<file path="config.mk">
export PLATFORM = sky130hd
export DESIGN_NAME = trace_addr_gen
export DESIGN_NICKNAME = d
export VERILOG_FILES = /design/src/rtl/trace_addr_pkg.sv /design/src/rtl/trace_cfg_regs.sv /design/src/rtl/trace_ptr_fsm.sv /design/src/rtl/trace_evt_irq.sv /design/src/rtl/trace_addr_gen.sv
export SDC_FILE = /design/constraint.sdc
export NUM_CORES = 1
export LEC_CHECK = 0
export BUFFER_PORTS_ARGS = -buffer_cell sky130_fd_sc_hd__buf_4
export CORE_ASPECT_RATIO = 2
export CORE_MARGIN = 2
export CORE_UTILIZATION = 58
export DETAILED_ROUTE_END_ITERATION = 7
export PLACE_DENSITY = 0.81
export SYNTH_ARGS = -nofsm -noshare
export SYNTH_HDL_FRONTEND = slang
export SYNTH_SLANG_ARGS = --single-unit
</file>
<file path="constraint.sdc">
create_clock -name clk -period 4.7 [get_ports clk]
set_input_delay 0.705 -clock clk [delete_from_list [all_inputs] [get_ports clk]]
set_output_delay 0.705 -clock clk [all_outputs]
set_load 0.005 [all_outputs]
</file>
<file path="src/rtl/trace_addr_pkg.sv">
package trace_addr_pkg;

    typedef enum logic [0:0] {
        ST_RUN  = 1'b0,
        ST_HALT = 1'b1
    } ptr_state_e;

    localparam int IDX_W = 3;

    localparam logic [IDX_W-1:0] IDX_LO    = 3'd0;
    localparam logic [IDX_W-1:0] IDX_HI    = 3'd1;
    localparam logic [IDX_W-1:0] IDX_PTR   = 3'd2;
    localparam logic [IDX_W-1:0] IDX_CTRL  = 3'd3;
    localparam logic [IDX_W-1:0] IDX_IEN   = 3'd4;
    localparam logic [IDX_W-1:0] IDX_IRAW  = 3'd5;
    localparam logic [IDX_W-1:0] IDX_ICLR  = 3'd6;

    localparam int NUM_EVT  = 2;
    localparam int EVT_OVF  = 0;
    localparam int EVT_FULL = 1;

    localparam int CTRL_RELOAD = 0;
    localparam int CTRL_WRAP   = 1;
    localparam int CTRL_HALTED = 2;

endpackage

</file>
<file path="src/rtl/trace_cfg_regs.sv">
module trace_cfg_regs
    import trace_addr_pkg::*;
#(
    parameter int ADDR_W = 32
) (
    input  logic                 clk,
    input  logic                 rst_n,
    input  logic                 reg_wr,
    input  logic [IDX_W-1:0]     reg_idx,
    input  logic [ADDR_W-1:0]    reg_wdata,
    input  logic [ADDR_W-1:0]    ptr,
    input  logic                 halted,
    input  logic [NUM_EVT-1:0]   evt_raw,
    output logic [ADDR_W-1:0]    lo_q,
    output logic [ADDR_W-1:0]    hi_q,
    output logic                 wrap_q,
    output logic [NUM_EVT-1:0]   evt_en_q,
    output logic                 reload,
    output logic [NUM_EVT-1:0]   evt_clr,
    output logic [ADDR_W-1:0]    reg_rdata
);

    logic wr_lo, wr_hi, wr_ctrl, wr_ien, wr_iclr;

    always_comb begin
        wr_lo   = reg_wr && (reg_idx == IDX_LO);
        wr_hi   = reg_wr && (reg_idx == IDX_HI);
        wr_ctrl = reg_wr && (reg_idx == IDX_CTRL);
        wr_ien  = reg_wr && (reg_idx == IDX_IEN);
        wr_iclr = reg_wr && (reg_idx == IDX_ICLR);
    end

    always_ff @(posedge clk or negedge rst_n) begin
        if (!rst_n) begin
            lo_q     <= '0;
            hi_q     <= '1;
            wrap_q   <= 1'b1;
            evt_en_q <= '0;
        end else begin
            if (wr_lo)   lo_q     <= reg_wdata;
            if (wr_hi)   hi_q     <= reg_wdata;
            if (wr_ctrl) wrap_q   <= reg_wdata[CTRL_WRAP];
            if (wr_ien)  evt_en_q <= reg_wdata[NUM_EVT-1:0];
        end
    end

    always_comb begin
        reload  = wr_ctrl && reg_wdata[CTRL_RELOAD];
        evt_clr = wr_iclr ? reg_wdata[NUM_EVT-1:0] : '0;
    end

    always_comb begin
        reg_rdata = '0;
        unique case (reg_idx)
            IDX_LO:   reg_rdata = lo_q;
            IDX_HI:   reg_rdata = hi_q;
            IDX_PTR:  reg_rdata = ptr;
            IDX_CTRL: begin
                reg_rdata[CTRL_WRAP]   = wrap_q;
                reg_rdata[CTRL_HALTED] = halted;
            end
            IDX_IEN:  reg_rdata[NUM_EVT-1:0] = evt_en_q;
            IDX_IRAW: reg_rdata[NUM_EVT-1:0] = evt_raw;
            default:  reg_rdata = '0;
        endcase
    end

    // the reload strobe exists only in the cycle of a control write
    a_r5_reload_needs_write: assert property (@(posedge clk) disable iff (!rst_n)
        reload |-> (reg_wr && reg_idx == IDX_CTRL));

    // the wrap bit keeps its value unless control is written
    a_r9_wrap_stable: assert property (@(posedge clk) disable iff (!rst_n)
        !(reg_wr && reg_idx == IDX_CTRL) |=> $stable(wrap_q));

endmodule

</file>
<file path="src/rtl/trace_ptr_fsm.sv">
module trace_ptr_fsm
    import trace_addr_pkg::*;
#(
    parameter int ADDR_W     = 32,
    parameter int WORD_BYTES = 4
) (
    input  logic              clk,
    input  logic              rst_n,
    input  logic [ADDR_W-1:0] lo,
    input  logic [ADDR_W-1:0] hi,
    input  logic              wrap,
    input  logic              reload,
    input  logic              word_valid,
    input  logic              fifo_full,
    output logic [ADDR_W-1:0] ptr,
    output logic              halted,
    output logic              wr_valid,
    output logic              full_evt,
    output logic              ovf_evt
);

    localparam int SUM_W = ADDR_W + 1;
    localparam logic [SUM_W-1:0] STEP = SUM_W'(WORD_BYTES);

    ptr_state_e state_q, state_d;
    logic [ADDR_W-1:0] ptr_q, ptr_d;
    logic [SUM_W-1:0]  ptr_plus;
    logic              last_slot;
    logic              accept;

    always_comb begin
        ptr_plus  = {1'b0, ptr_q} + STEP;
        last_slot = ptr_plus > {1'b0, hi};
    end

    // state register
    always_ff @(posedge clk or negedge rst_n) begin
        if (!rst_n) state_q <= ST_RUN;
        else        state_q <= state_d;
    end

    always_ff @(posedge clk or negedge rst_n) begin
        if (!rst_n) ptr_q <= '0;
        else        ptr_q <= ptr_d;
    end

    // next state and pointer
    always_comb begin
        state_d = state_q;
        ptr_d   = ptr_q;
        unique case (state_q)
            ST_RUN: begin
                if (reload) begin
                    ptr_d = lo;
                end else if (accept) begin
                    if (!last_slot) begin
                        ptr_d = ptr_plus[ADDR_W-1:0];
                    end else if (wrap) begin
                        ptr_d = lo;
                    end else begin
                        state_d = ST_HALT;
                    end
                end
            end
            ST_HALT: begin
                if (reload) begin
                    ptr_d   = lo;
                    state_d = ST_RUN;
                end
            end
            default: state_d = ST_RUN;
        endcase
    end

    // outputs
    always_comb begin
        accept   = 1'b0;
        halted   = 1'b0;
        unique case (state_q)
            ST_RUN:  accept = word_valid && !fifo_full;
            ST_HALT: halted = 1'b1;
            default: accept = 1'b0;
        endcase
        wr_valid = accept;
        full_evt = accept && last_slot;
        ovf_evt  = word_valid && fifo_full;
        ptr      = ptr_q;
    end

    // a plain accepted word moves the pointer by one word
    a_r2_advance: assert property (@(posedge clk) disable iff (!rst_n)
        (accept && !last_slot && !reload) |=> (ptr_q == $past(ptr_q) + ADDR_W'(WORD_BYTES)));

    // wrap at the last slot lands on the lower bound
    a_r3_wrap_to_lo: assert property (@(posedge clk) disable iff (!rst_n)
        (accept && last_slot && wrap && !reload) |=> (ptr_q == $past(lo)));

    // a halted block holds its pointer and issues no write
    a_r4_halt_holds: assert property (@(posedge clk) disable iff (!rst_n)
        (state_q == ST_HALT && !reload) |=> ($stable(ptr_q) && !wr_valid));

    // a dropped word leaves the pointer unchanged
    a_r6_drop_keeps_ptr: assert property (@(posedge clk) disable iff (!rst_n)
        (word_valid && fifo_full && !reload) |=> $stable(ptr_q));

    // reload leaves the halted state with the lower bound in the pointer
    a_r5_reload: assert property (@(posedge clk) disable iff (!rst_n)
        reload |=> (ptr_q == $past(lo) && state_q == ST_RUN));

endmodule

</file>
<file path="src/rtl/trace_evt_irq.sv">
module trace_evt_irq #(
    parameter int NUM_EVT = 2
) (
    input  logic               clk,
    input  logic               rst_n,
    input  logic [NUM_EVT-1:0] evt_set,
    input  logic [NUM_EVT-1:0] evt_clr,
    input  logic [NUM_EVT-1:0] evt_en,
    output logic [NUM_EVT-1:0] evt_raw,
    output logic               irq
);

    logic [NUM_EVT-1:0] raw_q;

    for (genvar i = 0; i < NUM_EVT; i++) begin : g_evt
        always_ff @(posedge clk or negedge rst_n) begin
            if (!rst_n)          raw_q[i] <= 1'b0;
            else if (evt_clr[i]) raw_q[i] <= 1'b0;
            else if (evt_set[i]) raw_q[i] <= 1'b1;
        end

        // a clear wins over a set in the same cycle
        a_r8_clear_wins: assert property (@(posedge clk) disable iff (!rst_n)
            evt_clr[i] |=> !raw_q[i]);

        // an uncleared event is recorded
        a_r3_set_sticks: assert property (@(posedge clk) disable iff (!rst_n)
            (evt_set[i] && !evt_clr[i]) |=> raw_q[i]);
    end

    always_comb begin
        evt_raw = raw_q;
        irq     = |(raw_q & evt_en);
    end

endmodule

</file>
<file path="src/rtl/trace_addr_gen.sv">
module trace_addr_gen
    import trace_addr_pkg::*;
#(
    parameter int ADDR_W     = 32,
    parameter int WORD_BYTES = 4
) (
    input  logic              clk,
    input  logic              rst_n,
    input  logic              reg_wr,
    input  logic [2:0]        reg_idx,
    input  logic [31:0]       reg_wdata,
    output logic [31:0]       reg_rdata,
    input  logic              word_valid,
    input  logic              fifo_full,
    output logic [31:0]       wr_addr,
    output logic              wr_valid,
    output logic              wr_stop,
    output logic              irq
);

    logic [ADDR_W-1:0]  lo_q, hi_q, ptr;
    logic               wrap_q, reload, halted, full_evt, ovf_evt;
    logic [NUM_EVT-1:0] evt_en_q, evt_clr, evt_raw, evt_set;

    always_comb begin
        evt_set           = '0;
        evt_set[EVT_OVF]  = ovf_evt;
        evt_set[EVT_FULL] = full_evt;
    end

    trace_cfg_regs #(.ADDR_W(ADDR_W)) u_regs (
        .clk       (clk),
        .rst_n     (rst_n),
        .reg_wr    (reg_wr),
        .reg_idx   (reg_idx),
        .reg_wdata (reg_wdata),
        .ptr       (ptr),
        .halted    (halted),
        .evt_raw   (evt_raw),
        .lo_q      (lo_q),
        .hi_q      (hi_q),
        .wrap_q    (wrap_q),
        .evt_en_q  (evt_en_q),
        .reload    (reload),
        .evt_clr   (evt_clr),
        .reg_rdata (reg_rdata)
    );

    trace_ptr_fsm #(.ADDR_W(ADDR_W), .WORD_BYTES(WORD_BYTES)) u_ptr (
        .clk        (clk),
        .rst_n      (rst_n),
        .lo         (lo_q),
        .hi         (hi_q),
        .wrap       (wrap_q),
        .reload     (reload),
        .word_valid (word_valid),
        .fifo_full  (fifo_full),
        .ptr        (ptr),
        .halted     (halted),
        .wr_valid   (wr_valid),
        .full_evt   (full_evt),
        .ovf_evt    (ovf_evt)
    );

    trace_evt_irq #(.NUM_EVT(NUM_EVT)) u_irq (
        .clk     (clk),
        .rst_n   (rst_n),
        .evt_set (evt_set),
        .evt_clr (evt_clr),
        .evt_en  (evt_en_q),
        .evt_raw (evt_raw),
        .irq     (irq)
    );

    always_comb begin
        wr_addr = ptr;
        wr_stop = halted;
    end

    // the stop flag and a write strobe never coincide
    a_r4_stop_no_write: assert property (@(posedge clk) disable iff (!rst_n)
        wr_stop |-> !wr_valid);

    // an interrupt needs an enabled, recorded event
    a_r7_irq_source: assert property (@(posedge clk) disable iff (!rst_n)
        irq |-> ((evt_raw & evt_en_q) != '0));

endmodule

</file>
## After elaboration in Yosys (flattened, before gate mapping)

Index checks and enable logic that the tools add are counted.

- Register bits: 102
- Output and inout port bits: 67

- Add/subtract/negate cells: 1
- $lt $le $gt $ge: 1
- Equality and inequality tests: 9
- Mux-type cells: 23
- Bitwise gates (word level): 2
- Reduce and logical (&&, ||, !) cells: 15

Operator list:

| operator | number |
|---|---|
| $mux W32 | 5 |
| $pmux W29 S3 | 1 |
| $pmux W32 S2 | 1 |
| $add A32 B3 Y33 const B | 1 |
| $gt A33 B32 Y1 | 1 |
| $mux W1 | 11 |
| $eq A3 B3 Y1 const B | 3 |
| $logic_and A1 B1 Y1 | 9 |
| $eq A3 B2 Y1 const B | 2 |
| $pmux W1 S6 | 1 |
| $pmux W1 S5 | 1 |
| $ne A4 B4 Y1 const B | 1 |
| $pmux W1 S4 | 1 |
| $reduce_bool A2 Y1 | 2 |
| $eq A3 B1 Y1 const B | 1 |
| $logic_not A3 Y1 | 1 |
| $ne A3 B3 Y1 const B | 1 |
| $reduce_and A3 Y1 | 1 |
| $and A2 B2 Y2 | 1 |
| $mux W2 | 1 |
| $ne A2 B2 Y1 const B | 1 |
| $pmux W1 S2 | 1 |
| $reduce_or A2 Y1 | 1 |
| $logic_not A1 Y1 | 1 |
| $not A1 Y1 | 1 |

## Logic depth before layout (Yosys ltp)

- Depth in word-level cells: 6
- Mapped depth: 18
- Depth with buffers taken out: 14

## Hierarchy

A second synthesis with hierarchy kept.

- Cell total of the unflattened synthesis: 676
- Area total of the unflattened synthesis: 6,846.6 µm²

Modules (own cells, without submodules):

| module | instances | cells an instance | area an instance (µm²) |
|---|---|---|---|
| trace_cfg_regs | 1 | 299 | 3,553.4 |
| trace_ptr_fsm | 1 | 372 | 3,214.3 |
| trace_evt_irq | 1 | 5 | 78.8 |

## Worst setup path after synthesis

No wires, ideal clock.

- Path type: register to register
- Start point: reg u_ptr.ptr_q[3] (netlist: u_ptr.ptr[3])
- End point: reg u_ptr.ptr_q[25] (netlist: u_ptr.ptr[25])
- Setup time: 121 ps
- Arrival: 3,747 ps
- Setup slack: 832 ps
- Cell stages (with the launch flop): 17
- Clock period less this slack: 3,868 ps
- Path through: dfrtp_1 ha_1 nand4_1 nor4_4 and3_1 buf_2 and3_1 xor2_1 ha_1 a21oi_1 o21ai_0 a221oi_1 a21oi_2 or2_1 buf_6 o41a_1 o22a_1

- Word-level cells in the longest chain between the ends: 6

RTL lines:

| element | line | text |
|---|---|---|
| start: declaration | trace_ptr_fsm.sv:26 | `logic [ADDR_W-1:0] ptr_q, ptr_d;` |
| start signal: assignment | trace_ptr_fsm.sv:44 | `else ptr_q <= ptr_d;` |
| $add A32 B3 Y33 (*) | trace_ptr_fsm.sv:32 | `ptr_plus = {1'b0, ptr_q} + STEP;` |
| $gt A33 B32 Y1 | trace_ptr_fsm.sv:33 | `last_slot = ptr_plus > {1'b0, hi};` |
| $mux W32 | trace_ptr_fsm.sv:56 | `if (!last_slot) begin` |
| $mux W32 | trace_ptr_fsm.sv:55 | `end else if (accept) begin` |
| $mux W32 | trace_ptr_fsm.sv:53 | `if (reload) begin` |
| $pmux W32 S2 | trace_ptr_fsm.sv:51 | `unique case (state_q)` |

Mark *: on every way between the ends. The rest lies on a longest branch, timed or not. The select of a mux whose other input is x is not followed.
A chain may end at the register's enable or synchronous reset.

## Final worst setup path

- Start point: reg u_ptr.ptr_q[2] (netlist: u_ptr.ptr[2])
- End point: reg u_ptr.ptr_q[21] (netlist: u_ptr.ptr[21])

The elaborated chain is that of the path after synthesis.

==> impl_metrics.toml <==
[status]
status = "finished, final reports clean"

[cts]
htree_num_levels = 3
clockRootBuffer = "clkbuf_16"
cts_made_buffers = 9
clock_latency_ns = 0.35
cts_tree = "built"
clk_path_buf_depth = 2
clk_pin_slew_ns = 0.07
clock-sinks = 102

[yosys]
synth.cell_area_sq_mm = 0.00708
yosysMostFrequentCell = "o21ai_0"
async_flop_share_pct = 100
synth_warnings = 0
synth_top_cell_area_share_pct = 24.4
syn_avg_cell_area_sq_um = 8.69
synth.top_cells.by_count = "o21ai_0 (88), nand2_1 (71), dfrtp_1 (69), nor2_1 (69), inv_1 (54)"
synthTopCellsByArea = "dfrtp_1 (24%), dfstp_2 (12%), o21ai_0 (6.2%)"
yosys_most_used_dff = "dfrtp_1"
seq_area_frac_synth_pct = 36.6
synth.distinct_cells = 64
syn_nets = 888
yosysTopAreaCell = "dfrtp_1"
synth_edf_count = 0
syn_inst = 815
ys_ff_latch = 102

[detailed_routing]
post_drt_wl_per_cell_microns = 21.2
vias = 6860
vias_per_cell = 6.54
dr.pass1.iters = 5
drc = 0
drtIter0Drc = 496
antenna_left = 0
routed_wl_microns = 22300

[timing]
clock_skew_ns = 0.00801
setup-violations-final = 0
rsz0062_at_grt = "false"
maxSlewViolCount = 0
timing.final.crit_share_pct = 94.5
fin_crit_ns = 4.44
setup_ws_ns = 0.258
relSlewSlack_pct = 32.5
hold_viol_final = 0
hold_ws_ns = 0.441
tightest_slew_ns = 1.01
fmax_mhz = 225
tns_ns = 0

[placement]
hpwl_microns = 15800
gp_congestion = 0.944
io_buffers = 106
preCtsSetupSlack_ns = 0.236

[floorplan]
die-height_microns = 160
fp-row-count = 57
start_util_pct = 58.7
core_area_sq_mm = 0.0121
io_pins = 107
fp.dieW_microns = 82.1
dieArea_sq_mm = 0.0132

[setup_path]
crit_slowest_cell = "dfrtp_1"
critPathCaptureType = "flip-flop"
critical_path_class = "flip-flop to flip-flop"
cp.required_ns = 4.93
start_kind = "flip-flop"
worstPathCellList = "ha_2, nand4_1, or2_2, nor2_1, nand3_1, xnor2_1, ha_1, nand4_2, nor4_4, and3_4, a21oi_2, or2_1, buf_4, o41a_1, o22a_1"
reg2regPathDepth = 15
arrival_ns = 4.67
cp_max_fo = 17
max_stage_delay_ns = 0.44

[grt]
grt_max_degree = 64
grt_usage_pct = 34.7
grt_pass1_vias = 6860
grt_overflow = 0
grt_pass1_wl_microns = 35100
antenna_found_initial = 0

[final_layout]
fillers = 988
multi_input_area_sq_mm = 0.00405
diodes = 0
drive_above_1_share_pct = 26.1
ff_latch_area_sq_mm = 0.00259
fin_nets = 971
syn2layout_area_growth_pct = 17.8

[job]
maxCapViolations = 0

[pwr]
p_leak_uw = 0.00370
powerDensity_mw_per_mm2 = 556
max-vdd-ir-drop_uv = 307

[worst_hold_path]
hp-class = "input pin to asynchronous set/reset pin"
## where the power goes
group | leakage, uW | internal [uW] | switching, uW
combinational | 0.00239 | 995 | 1300
clock | 0.000139 | 427 | 337
sequential | 0.00117 | 1190 | 383
## worst max-delay path, delay by kind of cell, from the launching register on
kind                       cells  cell delay, ns
and+or+nand+nor                8            2.24
xor gates and xnor gates       1            0.17
DFF                            1            0.44
adders and majority gates      2            0.60
buffers and inverters          1            0.22
AOI/OAI and AO/OA              3            0.66
## stage by stage
step                      cell area (sq um)  util [%]  power [uW]  instances
after detailed placement               8000      66.4        3810       1030
after floorplan                        7080         -        2910        815
after CTS                              8290      68.8        4580       1045
after global routing                   8340      69.2        4920       1049
after global placement                 8000      66.4        3710       1030
final                                  8340      69.2        4630       1049
## path summary, 6_finish.rpt
| path | endpoint | from | slack (ns) |
|---|---|---|---|
| setup / recovery | u_ptr.ptr[21] | u_ptr.ptr[2] | 0.26 |
| hold / removal | u_regs.lo_q[30] | rst_n | 0.44 |
| setup reg to reg | u_ptr.ptr[21] | u_ptr.ptr[2] | 0.26 |
| hold reg to reg | u_regs.hi_q[3] | u_regs.hi_q[3] | 0.52 |
| max in group asynchronous | u_regs.hi_q[14] | rst_n | 3.20 |
| min in group clk | u_regs.hi_q[3] | u_regs.hi_q[3] | 0.52 |
## cell usage in the layout (no fill, tap or decap), types with 3 or more instances in the layout
master     Yosys  layout
ha_1          33      32
buf_4          6     133
o31ai_1       28      28
nand2_1       71      71
and3_1        10      10
nand4_1       16      16
nand3_1       22      22
o2bb2a_1       4       4
dfrtp_1       69      69
or3_1          5       5
a22oi_1        8       8
xor2_1         5       5
nor4_4         2       3
a21o_1         4       4
xnor2_1       23      23
a21oi_1       49      48
a31oi_1       40      39
o21ai_0       88      88
nor2_1        69      69
nor3_1         6       6
clkbuf_16      0       9
o211ai_1       3       3
dfstp_2       33      33
mux2_2        32      32
inv_1         54      54
mux2i_1       32      32
## cells by family (layout without fill, tap and decap cells)
| family | count (synthesis) | in the layout | share of synthesized area, % |
|---|---|---|---|
| AO/OA/AOI/OAI | 247 | 247 | 21.5 |
| AND/OR/NAND/NOR | 223 | 223 | 15.5 |
| buffers and inverters | 116 | 203 | 6.80 |
| flip-flops | 102 | 102 | 36.6 |
| multiplexers | 66 | 66 | 10.2 |
| adder cells (fa/ha/maj) | 33 | 33 | 5.83 |
| XOR/XNOR | 28 | 28 | 3.46 |
## what timing repair did
| action | in CTS | in global routing |
|---|---|---|
| buffers inserted | 0 | 4 |
| endpoints found under the setup margin | 0 | 25 |
| hold buffers | 0 | 0 |
| gates resized for setup | 0 | 3 |
## cell type report
class	instances	area share, %
repair buffers	134	12.2
flip-flops and latches	102	31.1
clock inverters	3	0.555
well taps	147	2.21
multi-input cells	597	48.5
inverters	54	2.43
clock buffers	12	2.96
## flip-flops by register name, indices dropped and copies added, names as in the netlist
signal and count:
u_regs.hi_q 32, u_irq.evt_raw 2, u_regs.lo_q 32, u_regs.evt_en_q 2
u_ptr.state_q 1, u_regs.wrap_q 1, u_ptr.ptr 32
## per-layer routing
layer | vias up | part of all wire (%) | GRT usage, %
met5 | - | 0 | 0
met4 | 0 | 4.4 | 17.2
met3 | 92 | 5.6 | 4.01
met2 | 352 | 55 | 61.5
met1 | 3328 | 35 | 39.6
li1 | 3088 | - | -
No activity file was read; power rests on OpenSTA's default activity.
